<file path="src/rtl/dual_issue_pkg.sv">
package dual_issue_pkg;

  typedef enum logic [1:0] {
    CLS_SCALAR = 2'b00,
    CLS_VECTOR = 2'b01,
    CLS_BRANCH = 2'b10,
    CLS_SPARE  = 2'b11
  } iclass_e;

  typedef enum logic [1:0] {
    LAT_ONE   = 2'b00,
    LAT_MUL   = 2'b01,
    LAT_SHSAT = 2'b10,
    LAT_SPARE = 2'b11
  } latcls_e;

  function automatic logic is_vector(input logic [1:0] cls);
    return cls == CLS_VECTOR;
  endfunction

  function automatic logic is_branch(input logic [1:0] cls);
    return cls == CLS_BRANCH;
  endfunction

  // any latency class other than the plain one keeps the result for two cycles
  function automatic logic is_two_cycle(input logic [1:0] lat);
    return lat != LAT_ONE;
  endfunction

  // only one vector pipe exists
  function automatic logic class_pair_ok(input logic [1:0] c0, input logic [1:0] c1);
    return !(is_vector(c0) && is_vector(c1));
  endfunction

  function automatic logic [1:0] count_done(input logic a, input logic b);
    return {1'b0, a} + {1'b0, b};
  endfunction

endpackage

</file>
<file path="src/rtl/di_scoreboard.sv">
module di_scoreboard #(
  parameter int NREG = 32,
  localparam int REG_W = $clog2(NREG)
) (
  input  logic             clk,
  input  logic             rst_n,
  input  logic             set0_en,
  input  logic [REG_W-1:0] set0_idx,
  input  logic             set1_en,
  input  logic [REG_W-1:0] set1_idx,
  output logic [NREG-1:0]  busy
);

  logic [NREG-1:0] busy_d;

  // register 0 is never tracked
  assign busy_d[0] = 1'b0;

  generate
    for (genvar r = 1; r < NREG; r++) begin : g_reg
      // a two-cycle result is pending only in the cycle after its issue
      assign busy_d[r] = (set0_en && (set0_idx == REG_W'(r))) ||
                         (set1_en && (set1_idx == REG_W'(r)));
    end
  endgenerate

  always_ff @(posedge clk or negedge rst_n) begin
    if (!rst_n) busy <= '0;
    else        busy <= busy_d;
  end

endmodule

</file>
<file path="src/rtl/di_hazard.sv">
module di_hazard #(
  parameter int NREG = 32,
  localparam int REG_W = $clog2(NREG)
) (
  input  logic [NREG-1:0]  busy,
  input  logic [REG_W-1:0] ra,
  input  logic [REG_W-1:0] rb,
  input  logic [REG_W-1:0] rd,
  output logic             hit
);

  logic hit_a, hit_b, hit_d;

  assign hit_a = (ra != '0) && busy[ra];
  assign hit_b = (rb != '0) && busy[rb];
  assign hit_d = (rd != '0) && busy[rd];
  assign hit   = hit_a || hit_b || hit_d;

endmodule

</file>
<file path="src/rtl/di_repeat.sv">
module di_repeat #(
  parameter int RPT_W = 2
) (
  input  logic             clk,
  input  logic             rst_n,
  input  logic             adv,
  input  logic [RPT_W-1:0] rpt,
  output logic             last
);

  logic [RPT_W-1:0] done_q;

  assign last = (done_q == rpt);

  always_ff @(posedge clk or negedge rst_n) begin
    if (!rst_n)   done_q <= '0;
    else if (adv) done_q <= last ? '0 : done_q + 1'b1;
  end

endmodule

</file>
<file path="src/rtl/dual_issue_ctl.sv">
module dual_issue_ctl
  import dual_issue_pkg::*;
#(
  parameter int NREG  = 32,
  parameter int RPT_W = 2,
  localparam int REG_W = $clog2(NREG)
) (
  input  logic             clk,
  input  logic             rst_n,
  input  logic             s0_vld,
  input  logic [1:0]       s0_cls,
  input  logic [REG_W-1:0] s0_ra,
  input  logic [REG_W-1:0] s0_rb,
  input  logic [REG_W-1:0] s0_rd,
  input  logic [1:0]       s0_lat,
  input  logic             s0_setf,
  input  logic [RPT_W-1:0] s0_rpt,
  input  logic             s1_vld,
  input  logic [1:0]       s1_cls,
  input  logic [REG_W-1:0] s1_ra,
  input  logic [REG_W-1:0] s1_rb,
  input  logic [REG_W-1:0] s1_rd,
  input  logic [1:0]       s1_lat,
  input  logic             s1_setf,
  input  logic [RPT_W-1:0] s1_rpt,
  output logic             iss0,
  output logic             iss1,
  output logic [1:0]       consumed
);

  localparam int NSLOT = 2;

  logic [NREG-1:0]  busy_q;
  logic             flag_pend_q;
  logic [NSLOT-1:0] haz;
  logic [REG_W-1:0] ra_v [NSLOT];
  logic [REG_W-1:0] rb_v [NSLOT];
  logic [REG_W-1:0] rd_v [NSLOT];
  logic             last0;

  assign ra_v[0] = s0_ra;  assign ra_v[1] = s1_ra;
  assign rb_v[0] = s0_rb;  assign rb_v[1] = s1_rb;
  assign rd_v[0] = s0_rd;  assign rd_v[1] = s1_rd;

  generate
    for (genvar g = 0; g < NSLOT; g++) begin : g_slot
      di_hazard #(.NREG(NREG)) u_haz (
        .busy (busy_q),
        .ra   (ra_v[g]),
        .rb   (rb_v[g]),
        .rd   (rd_v[g]),
        .hit  (haz[g])
      );
    end
  endgenerate

  // named events for the checker
  logic stall_busy0, stall_flag0, go0;
  logic pair_vv, pair_dep, pair_flag, pair_rpt, pair_busy, go1;
  logic done0;

  assign stall_busy0 = s0_vld && haz[0];
  assign stall_flag0 = s0_vld && is_branch(s0_cls) && flag_pend_q;
  assign go0         = s0_vld && !haz[0] && !stall_flag0;

  assign pair_vv   = !class_pair_ok(s0_cls, s1_cls);
  assign pair_dep  = (s0_rd != '0) &&
                     ((s1_ra == s0_rd) || (s1_rb == s0_rd) || (s1_rd == s0_rd));
  assign pair_flag = is_branch(s1_cls) && (s0_setf || flag_pend_q);
  assign pair_rpt  = (s1_rpt != '0) || !last0;
  assign pair_busy = haz[1];

  assign go1 = go0 && s1_vld && !pair_vv && !pair_dep && !pair_flag &&
               !pair_rpt && !pair_busy;

  assign done0    = go0 && last0;
  assign iss0     = go0;
  assign iss1     = go1;
  assign consumed = count_done(done0, go1);

  di_repeat #(.RPT_W(RPT_W)) u_rpt (
    .clk   (clk),
    .rst_n (rst_n),
    .adv   (go0),
    .rpt   (s0_rpt),
    .last  (last0)
  );

  di_scoreboard #(.NREG(NREG)) u_sb (
    .clk      (clk),
    .rst_n    (rst_n),
    .set0_en  (go0 && is_two_cycle(s0_lat)),
    .set0_idx (s0_rd),
    .set1_en  (go1 && is_two_cycle(s1_lat)),
    .set1_idx (s1_rd),
    .busy     (busy_q)
  );

  always_ff @(posedge clk or negedge rst_n) begin
    if (!rst_n) flag_pend_q <= 1'b0;
    else        flag_pend_q <= (go0 && s0_setf) || (go1 && s1_setf);
  end

endmodule

</file>
<file path="config.mk">
export PLATFORM = sky130hd
export DESIGN_NAME = dual_issue_ctl
export DESIGN_NICKNAME = d
export VERILOG_FILES = /design/src/rtl/dual_issue_pkg.sv /design/src/rtl/di_scoreboard.sv /design/src/rtl/di_hazard.sv /design/src/rtl/di_repeat.sv /design/src/rtl/dual_issue_ctl.sv
export SDC_FILE = /design/constraint.sdc
export NUM_CORES = 1
export LEC_CHECK = 0
export ABC_AREA = 1
export ABC_CLOCK_PERIOD_IN_PS = 8050
export BUFFER_PORTS_ARGS = -buffer_cell sky130_fd_sc_hd__buf_2
export CORE_ASPECT_RATIO = 1.1
export CORE_UTILIZATION = 45
export CTS_BUF_LIST = sky130_fd_sc_hd__clkbuf_4 sky130_fd_sc_hd__clkbuf_8
export CTS_CLUSTER_DIAMETER = 30
export DETAILED_ROUTE_END_ITERATION = 16
export GPL_ROUTABILITY_DRIVEN = 0
export HOLD_SLACK_MARGIN = 0.12
export PLACE_DENSITY_LB_ADDON = 0.25
export SYNTH_ARGS = -nofsm -noshare
export SYNTH_HDL_FRONTEND = slang
export SYNTH_HIERARCHICAL = 1
export SYNTH_SLANG_ARGS = --single-unit
</file>
<file path="constraint.sdc">
create_clock -name clk -period 8.05 [get_ports clk]
set_clock_uncertainty 0.05 [all_clocks]
set_input_delay 1.61 -clock clk [delete_from_list [all_inputs] [get_ports clk]]
set_output_delay 1.61 -clock clk [all_outputs]
set_load 0.05 [all_outputs]
</file>
== Word-level counts from Yosys, hierarchy flattened ==
Index checks and enable logic that the tools add are counted.

* Input port bits: 48
* Flip-flop bits (word level): 34

* Multiplexer cells: 13
* Reductions and logical operators: 143
* Equality and inequality tests: 70
* Order comparisons: 6
* Add/sub/neg operators: 2

{| class="wikitable"
|+ Operators by type and width
! kind !! number
|-
| 5-bit == test (second input constant) || 32
|-
| 1-bit logical AND || 86
|-
| 5-bit by 4-bit == test with 1-bit output (second input constant) || 16
|-
| 5-bit by 3-bit == test with 1-bit output (second input constant) || 8
|-
| 1-bit logical OR || 40
|-
| 5-bit by 6-bit < comparator with 1-bit output (second input constant) || 6
|-
| 1-bit binary-select mux with 5-bit select || 6
|-
| 5-bit nonzero test || 6
|-
| 5-bit by 2-bit == test with 1-bit output (second input constant) || 4
|-
| 5-bit == test || 3
|-
| 5-bit by 1-bit == test with 1-bit output (second input constant) || 2
|-
| 1-bit logical NOT || 8
|-
| 1-bit 2-to-1 mux || 6
|-
| 2-bit nonzero test || 3
|-
| 2-bit by 1-bit == test with 1-bit output (second input constant) || 2
|-
| 2-bit == test (second input constant) || 2
|-
| 1-bit by 1-bit adder with 2-bit output || 1
|-
| 2-bit by 1-bit adder with 2-bit output (second input constant) || 1
|-
| 2-bit == test || 1
|-
| 2-bit 2-to-1 mux || 1
|}

== Depth between registers and ports, before layout ==
* Depth after elaboration: 17
* Depth in mapped cells: 26
* Mapped depth without buffers: 23

== Modules after synthesis ==
Netlist, hierarchy kept.

{| class="wikitable"
|+ By module, submodules not included
! module !! area an instance (um2) !! seq. area each (um2) !! cells an instance !! times used
|-
| di_hazard || 1,194.9 || 0.0 || 267 || 2
|-
| di_scoreboard || 1,461.4 || 775.7 || 176 || 1
|-
| dual_issue_ctl || 451.7 || 25.0 || 92 || 1
|-
| di_repeat || 142.6 || 50.0 || 21 || 1
|}

== Worst setup path before layout ==
Ideal clock, no wire load.

* Path type: input to output
* From: input s0_ra[0]
* To: output consumed[1]
* Data arrival time: 3,881 ps
* Stages on the path: 18
* Buffers on the path: 2
* Slack: 2,509 ps
* Cells stage by stage: buf_4 buf_6 o211ai_1 nand3_1 nand3_1 nand2_1 nand2_1 nand2_1 inv_1 nand2_1 inv_1 nand3_1 inv_2 nand2_1 nor2_4 nand2_2 inv_2 ha_1

* Cells in the longest elaborated chain, start to end: 15

{| class="wikitable"
|+ RTL lines
! element !! RTL line !! text
|-
| from (decl) || dual_issue_ctl.sv:12 || <nowiki>input logic [REG_W-1:0] s0_ra,</nowiki>
|-
| 1-bit binary-select mux with 5-bit select || di_hazard.sv:14 || <nowiki>assign hit_a = (ra != '0) && busy[ra];</nowiki>
|-
| 1-bit 2-to-1 mux (not written as such) || di_hazard.sv:14 ||
|-
| 1-bit logical AND * || di_hazard.sv:14 ||
|-
| 1-bit logical OR * (2 in series) || di_hazard.sv:17 || <nowiki>assign hit = hit_a || hit_b || hit_d;</nowiki>
|-
| named net haz[0] || dual_issue_ctl.sv:35 || <nowiki>logic [NSLOT-1:0] haz;</nowiki>
|-
| 1-bit logical NOT * || dual_issue_ctl.sv:64 || <nowiki>assign go0 = s0_vld && !haz[0] && !stall_flag0;</nowiki>
|-
| 1-bit logical AND * (2 in series) || dual_issue_ctl.sv:64 ||
|-
| named net iss0 || dual_issue_ctl.sv:26 || <nowiki>output logic iss0,</nowiki>
|-
| 1-bit logical AND * (5 in series) || dual_issue_ctl.sv:73 || <nowiki>assign go1 = go0 && s1_vld && !pair_vv && !pair_dep && !pair_flag &&</nowiki>
|-
| 1-bit logical AND * || dual_issue_ctl.sv:74 || <nowiki>!pair_rpt && !pair_busy;</nowiki>
|-
| named net iss1 || dual_issue_ctl.sv:27 || <nowiki>output logic iss1,</nowiki>
|-
| 1-bit by 1-bit adder with 2-bit output * || dual_issue_pkg.sv:36 || <nowiki>return {1'b0, a} + {1'b0, b};</nowiki>
|-
| to (decl) || dual_issue_ctl.sv:28 || <nowiki>output logic [1:0] consumed</nowiki>
|}

Mark *: on every way through the listed nets, which the timed path passes. The rest lies on a longest branch. The select of a mux whose other input is x is not followed.

== Worst setup path after layout ==
* From: input s0_rd[0]
* To: output consumed[0]

* Cells in the longest elaborated chain, start to end: 14

{| class="wikitable"
|+ RTL lines
! element !! RTL line !! text
|-
| from (decl) || dual_issue_ctl.sv:14 || <nowiki>input logic [REG_W-1:0] s0_rd,</nowiki>
|-
| 1-bit binary-select mux with 5-bit select || di_hazard.sv:16 || <nowiki>assign hit_d = (rd != '0) && busy[rd];</nowiki>
|-
| 1-bit 2-to-1 mux (not written as such) || di_hazard.sv:16 ||
|-
| 1-bit logical AND * || di_hazard.sv:16 ||
|-
| 1-bit logical OR * || di_hazard.sv:17 ||
|-
| named net haz[0] || dual_issue_ctl.sv:35 ||
|-
| 1-bit logical NOT * || dual_issue_ctl.sv:64 ||
|-
| 1-bit logical AND * (2 in series) || dual_issue_ctl.sv:64 ||
|-
| 1-bit logical AND (5 in series) || dual_issue_ctl.sv:73 ||
|-
| 1-bit logical AND || dual_issue_ctl.sv:74 ||
|-
| 1-bit by 1-bit adder with 2-bit output * || dual_issue_pkg.sv:36 ||
|}

Marks and branches as above.

==> summary by stage <==
Outcome
The flow ran to the end, and the final reports show no timing, DRC or antenna violations.

Drt
After detailed routing, the average wire length per cell comes to 15.2 um. After detailed routing, the total wire length is 14700 um. Before antenna repair, the detailed router went through 5 iterations. The remaining antenna violation count is 0.

For this run, design rule violations remaining after detail routing come to 0. For this block, the initial DRC count from the detailed router was 561. The number of vias after detailed routing is 5261. The via density per instance is 5.42.

Timing
In the final timing run, aggregate negative setup slack is 0 ns. The count of final max-slew check failures is 0. The number of endpoints with negative hold slack in the final report is 0. The transition time at the pin with the least slew margin is 0.761 ns. Setup repair after global routing left no endpoint under its margin. After layout, the minimum clock period comes to 5.71 ns. Of the available clock period, the critical path in the final layout requires 0.710. The count of endpoints failing setup in the final report is 0. The max-slew headroom at the worst pin is 0.493. The highest clock rate is 0.175 GHz.

Power and ir drop
The fraction of power consumed by combinational cells is 0.324. The clock network fraction of total power is 0.343. Across the VDD grid, the largest voltage drop is 0.144 mV. The share of total power in sequential cells is 0.332.

The design draws 0.552 mW. Of the total power, the share spent switching nets is 0.350. In this run the power density over the cells is 117 nW/um^2. Internal power comes to 0.359 mW.

The static power due to leakage is 2.81 nW. Summed over all nets, the switching power comes to 0.193 mW.

Critical path
On the critical path the largest part of the delay comes from buffers and inverters. The worst-path maximum fanout is 33. STA puts the critical path data required time at 6.39 ns.

The element type at the critical path end is an output pin. The worst setup path is launched from a primary input. Traced cell by cell, the critical path runs through buf_2 -> inv_2 -> nand2_1 -> nand3_1 -> nand2_1 -> nand2_1 -> nand2_1 -> inv_1 -> nand2_1 -> nand2_1 -> nand2_1 -> nor2_1 -> nand2_1 -> inv_1 -> nand3_1 -> inv_2 -> nand2_1 -> nor2_4 -> nand2_2 -> inv_2 -> ha_1 -> buf_2. The worst setup path is of the primary input to output pin kind.

In this run the critical register-to-register path is launched from u_sb/busy[21]. The register-to-register path setup slack is 5.18 ns. The worst reg-to-reg path cell count is 23. The data arrival time at the worst-slack endpoint is 4.05 ns. The worst register-to-register path ends at u_sb/busy[8]. The library cell appearing most often on the critical path is nand2_1. The largest individual stage delay along the critical path comes from the cell buf_2. For this run, the slowest stage of the critical path takes 0.47 ns. The number of buffers and inverters on the critical path is 7.

Yosys
Yosys printed 6 warnings. By area the synthesized netlist is led by nand2_1, dfrtp_1, nand3_1. Counting distinct cell types in the post-synthesis netlist gives 31. The biggest area contributor in the post-synthesis netlist is nand2_1. By count the netlist is led by nand2_1, nand3_1, inv_1. The fraction of the yosys area taken by sequential cells is 0.191. The largest family of logic cells by synthesized area is simple AND/OR/NAND/NOR gates. A synthesized cell averages 5.40 um^2. Among all cell types in the netlist, the one instantiated most often is nand2_1.

The adder-cell share of the synthesized area is 0.00281. Of the total synthesized cell area, the portion taken by AND, OR, NAND and NOR gates is 0.557. For this run, the leading register cell type out of synthesis is dfrtp_1.

Of the post-synthesis cell area, the part taken by muxes is 0. The compound-cell area share of the yosys netlist came to 0.0574. The share of flip-flops with an asynchronous set or reset is 1.00. The share of Yosys cell area claimed by the top area cell type is 0.284. The netlist area before placement is 4450 um^2. The cell count after synthesis is 823. The synthesized flop and latch total is 34. The number of nets in the synthesized netlist is 872. Of the total synthesized cell area, the portion taken by XOR and XNOR cells is 0.0118. The number of flops mapped to enable cells by yosys is 0.

Floorplanning
The area of the core is 9490 um^2. The I/O pin total is 52. The die covers 10300 um^2.

The die boundary height is 106 um. The number of rows created at floorplan is 37. For this configuration, the core starts out at a cell density of 0.468. In this run the horizontal extent of the chip is 96.8 um.

Clock tree
The level count of the clock H-tree is 2. TritonCTS created 5 clock buffers. CTS placed an instance of clkbuf_8 at the clock tree root.

The maximum count of clock buffers along a single path is 2. The CTS tree is yes. After clock tree synthesis, the clock-pin slew on the worst setup and hold paths is 0.07 ns. Post-CTS repair changed the size of 0 cells. The tree built by TritonCTS fans out to 34 sinks. The clock reaches the later pin of the worst-skew pair after 0.29 ns. The number of post-CTS setup repair buffers is 0.

The total of hold buffers inserted after clock tree synthesis is 0.

Placement
Buffers placed on the I/O ports in this run total 51. The placed wire-length estimate is 10700 um.

Global route
In the global route stage, overall resource usage came out at 0.290. The initial antenna violation count came to 0. Entering global routing, the biggest net connects 35 pins. The via count of the first global-routing pass is 4639.

The total congestion overflow after global routing is 0. The first-pass GRT wire length is 23800 um.

Finish
The layout net count is 901. 0 antenna diodes ended up in the layout. The area growth from synthesis to layout is 6.05%. The layout cell share with drive strength beyond 1 is 0.124. Once layout is complete, the utilization of the core stands at 0.497.

Hold path
In this run the most critical hold path is launched from u_rpt/done_q[0]. The sink of the worst hold path is u_rpt/done_q[0]. The worst hold path belongs to the class flop to flop. The number of cells traversed by the worst hold path is 3.

Flow run
Max-cap violations in this run came to 0.
metrics by stage:
step	hold WS (ns)	cells	cell area, um^2	worst slack, ns
floorplan	0.510	823	4450	2.51
global placement	0.555	962	4580	2.44
detailed placement	0.559	962	4580	2.38
CTS	0.575	970	4710	2.38
global route	0.628	970	4710	2.10
finish	0.575	970	4710	2.34
worst max path at each step:
| stage | startpoint | endpoint | slack (ns) | depth (start not counted) |
|---|---|---|---|---|
| floorplan | s0_ra[0] | consumed[1] | 2.51 | 18 |
| global placement | s0_rd[0] | consumed[0] | 2.44 | 22 |
| detailed placement | s0_rd[0] | consumed[0] | 2.38 | 22 |
| CTS | s0_rd[0] | consumed[0] | 2.38 | 22 |
| global route | s0_rd[0] | consumed[0] | 2.10 | 22 |
| finish | s0_rd[0] | consumed[0] | 2.34 | 22 |
routing by layer:
metal	routed length, um	global-route usage	up-vias
met5	0	0	-
met4	456	0.117	0
met3	1510	0.0368	36
met2	6520	0.458	282
met1	6240	0.402	2333
li1	-	-	2610
power groups by stage:
| stage | sequential, mW | clock (mW) | combinational [mW] |
|---|---|---|---|
| 3_3_place_gp | 0.187 | 0 | 0.175 |
| 5_1_grt | 0.184 | 0.199 | 0.203 |
| 4_1_cts | 0.183 | 0.191 | 0.177 |
| 2_1_floorplan | 0.184 | 0 | 0.135 |
| 3_5_place_dp | 0.186 | 0 | 0.176 |
| 6_report | 0.183 | 0.190 | 0.179 |
sequential cells by signal (all words and copies together), names as in the netlist:
signal,flops
u_rpt/done_q,2
u_sb/busy,31
flag_pend_q,1
cell type report:
cell class / count / area [um^2]
Fill cell: 1057 / 4780
Tap cell: 117 / 146
Inverter: 136 / 526
Clock buffer: 5 / 68.8
Sequential cell: 34 / 851
Clock inverter: 3 / 68.8
Multi-Input combinational cell: 624 / 2800
Timing Repair Buffer: 51 / 255
worst register-to-register path: cells and delay by family (launching register included):
family | cells | cell delay, ns
and+or+nand+nor | 18 | 1.80
DFF | 1 | 0.50
buffers and inverters | 5 | 0.45
placed cells by master, fill, tap and decap left out, drive strengths merged:
master,netlist,routed
nand2,341,341
nand3,163,163
inv,134,134
nor2,67,67
buf,27,51
dfrtp,34,34
o211ai,16,16
o21ai,13,13
a21oi,6,6
clkbuf,2,5
a31oi,4,4
xor2,3,3
xnor2,3,3
clkinv,2,3
bufinv,0,2
o21bai,2,2
nor3,1,1
nor4b,1,1
nand4,1,1
ha,1,1
and2,1,1
conb,1,1
cell families after synthesis:
group	Yosys count
buffers and inverters	165
flip-flops	34
adder cells (fa/ha/maj)	1
other	1
XOR/XNOR	6
AND/OR/NAND/NOR	575
AO/OA/AOI/OAI	41
Note: power is estimated with default switching activity, not from simulation.
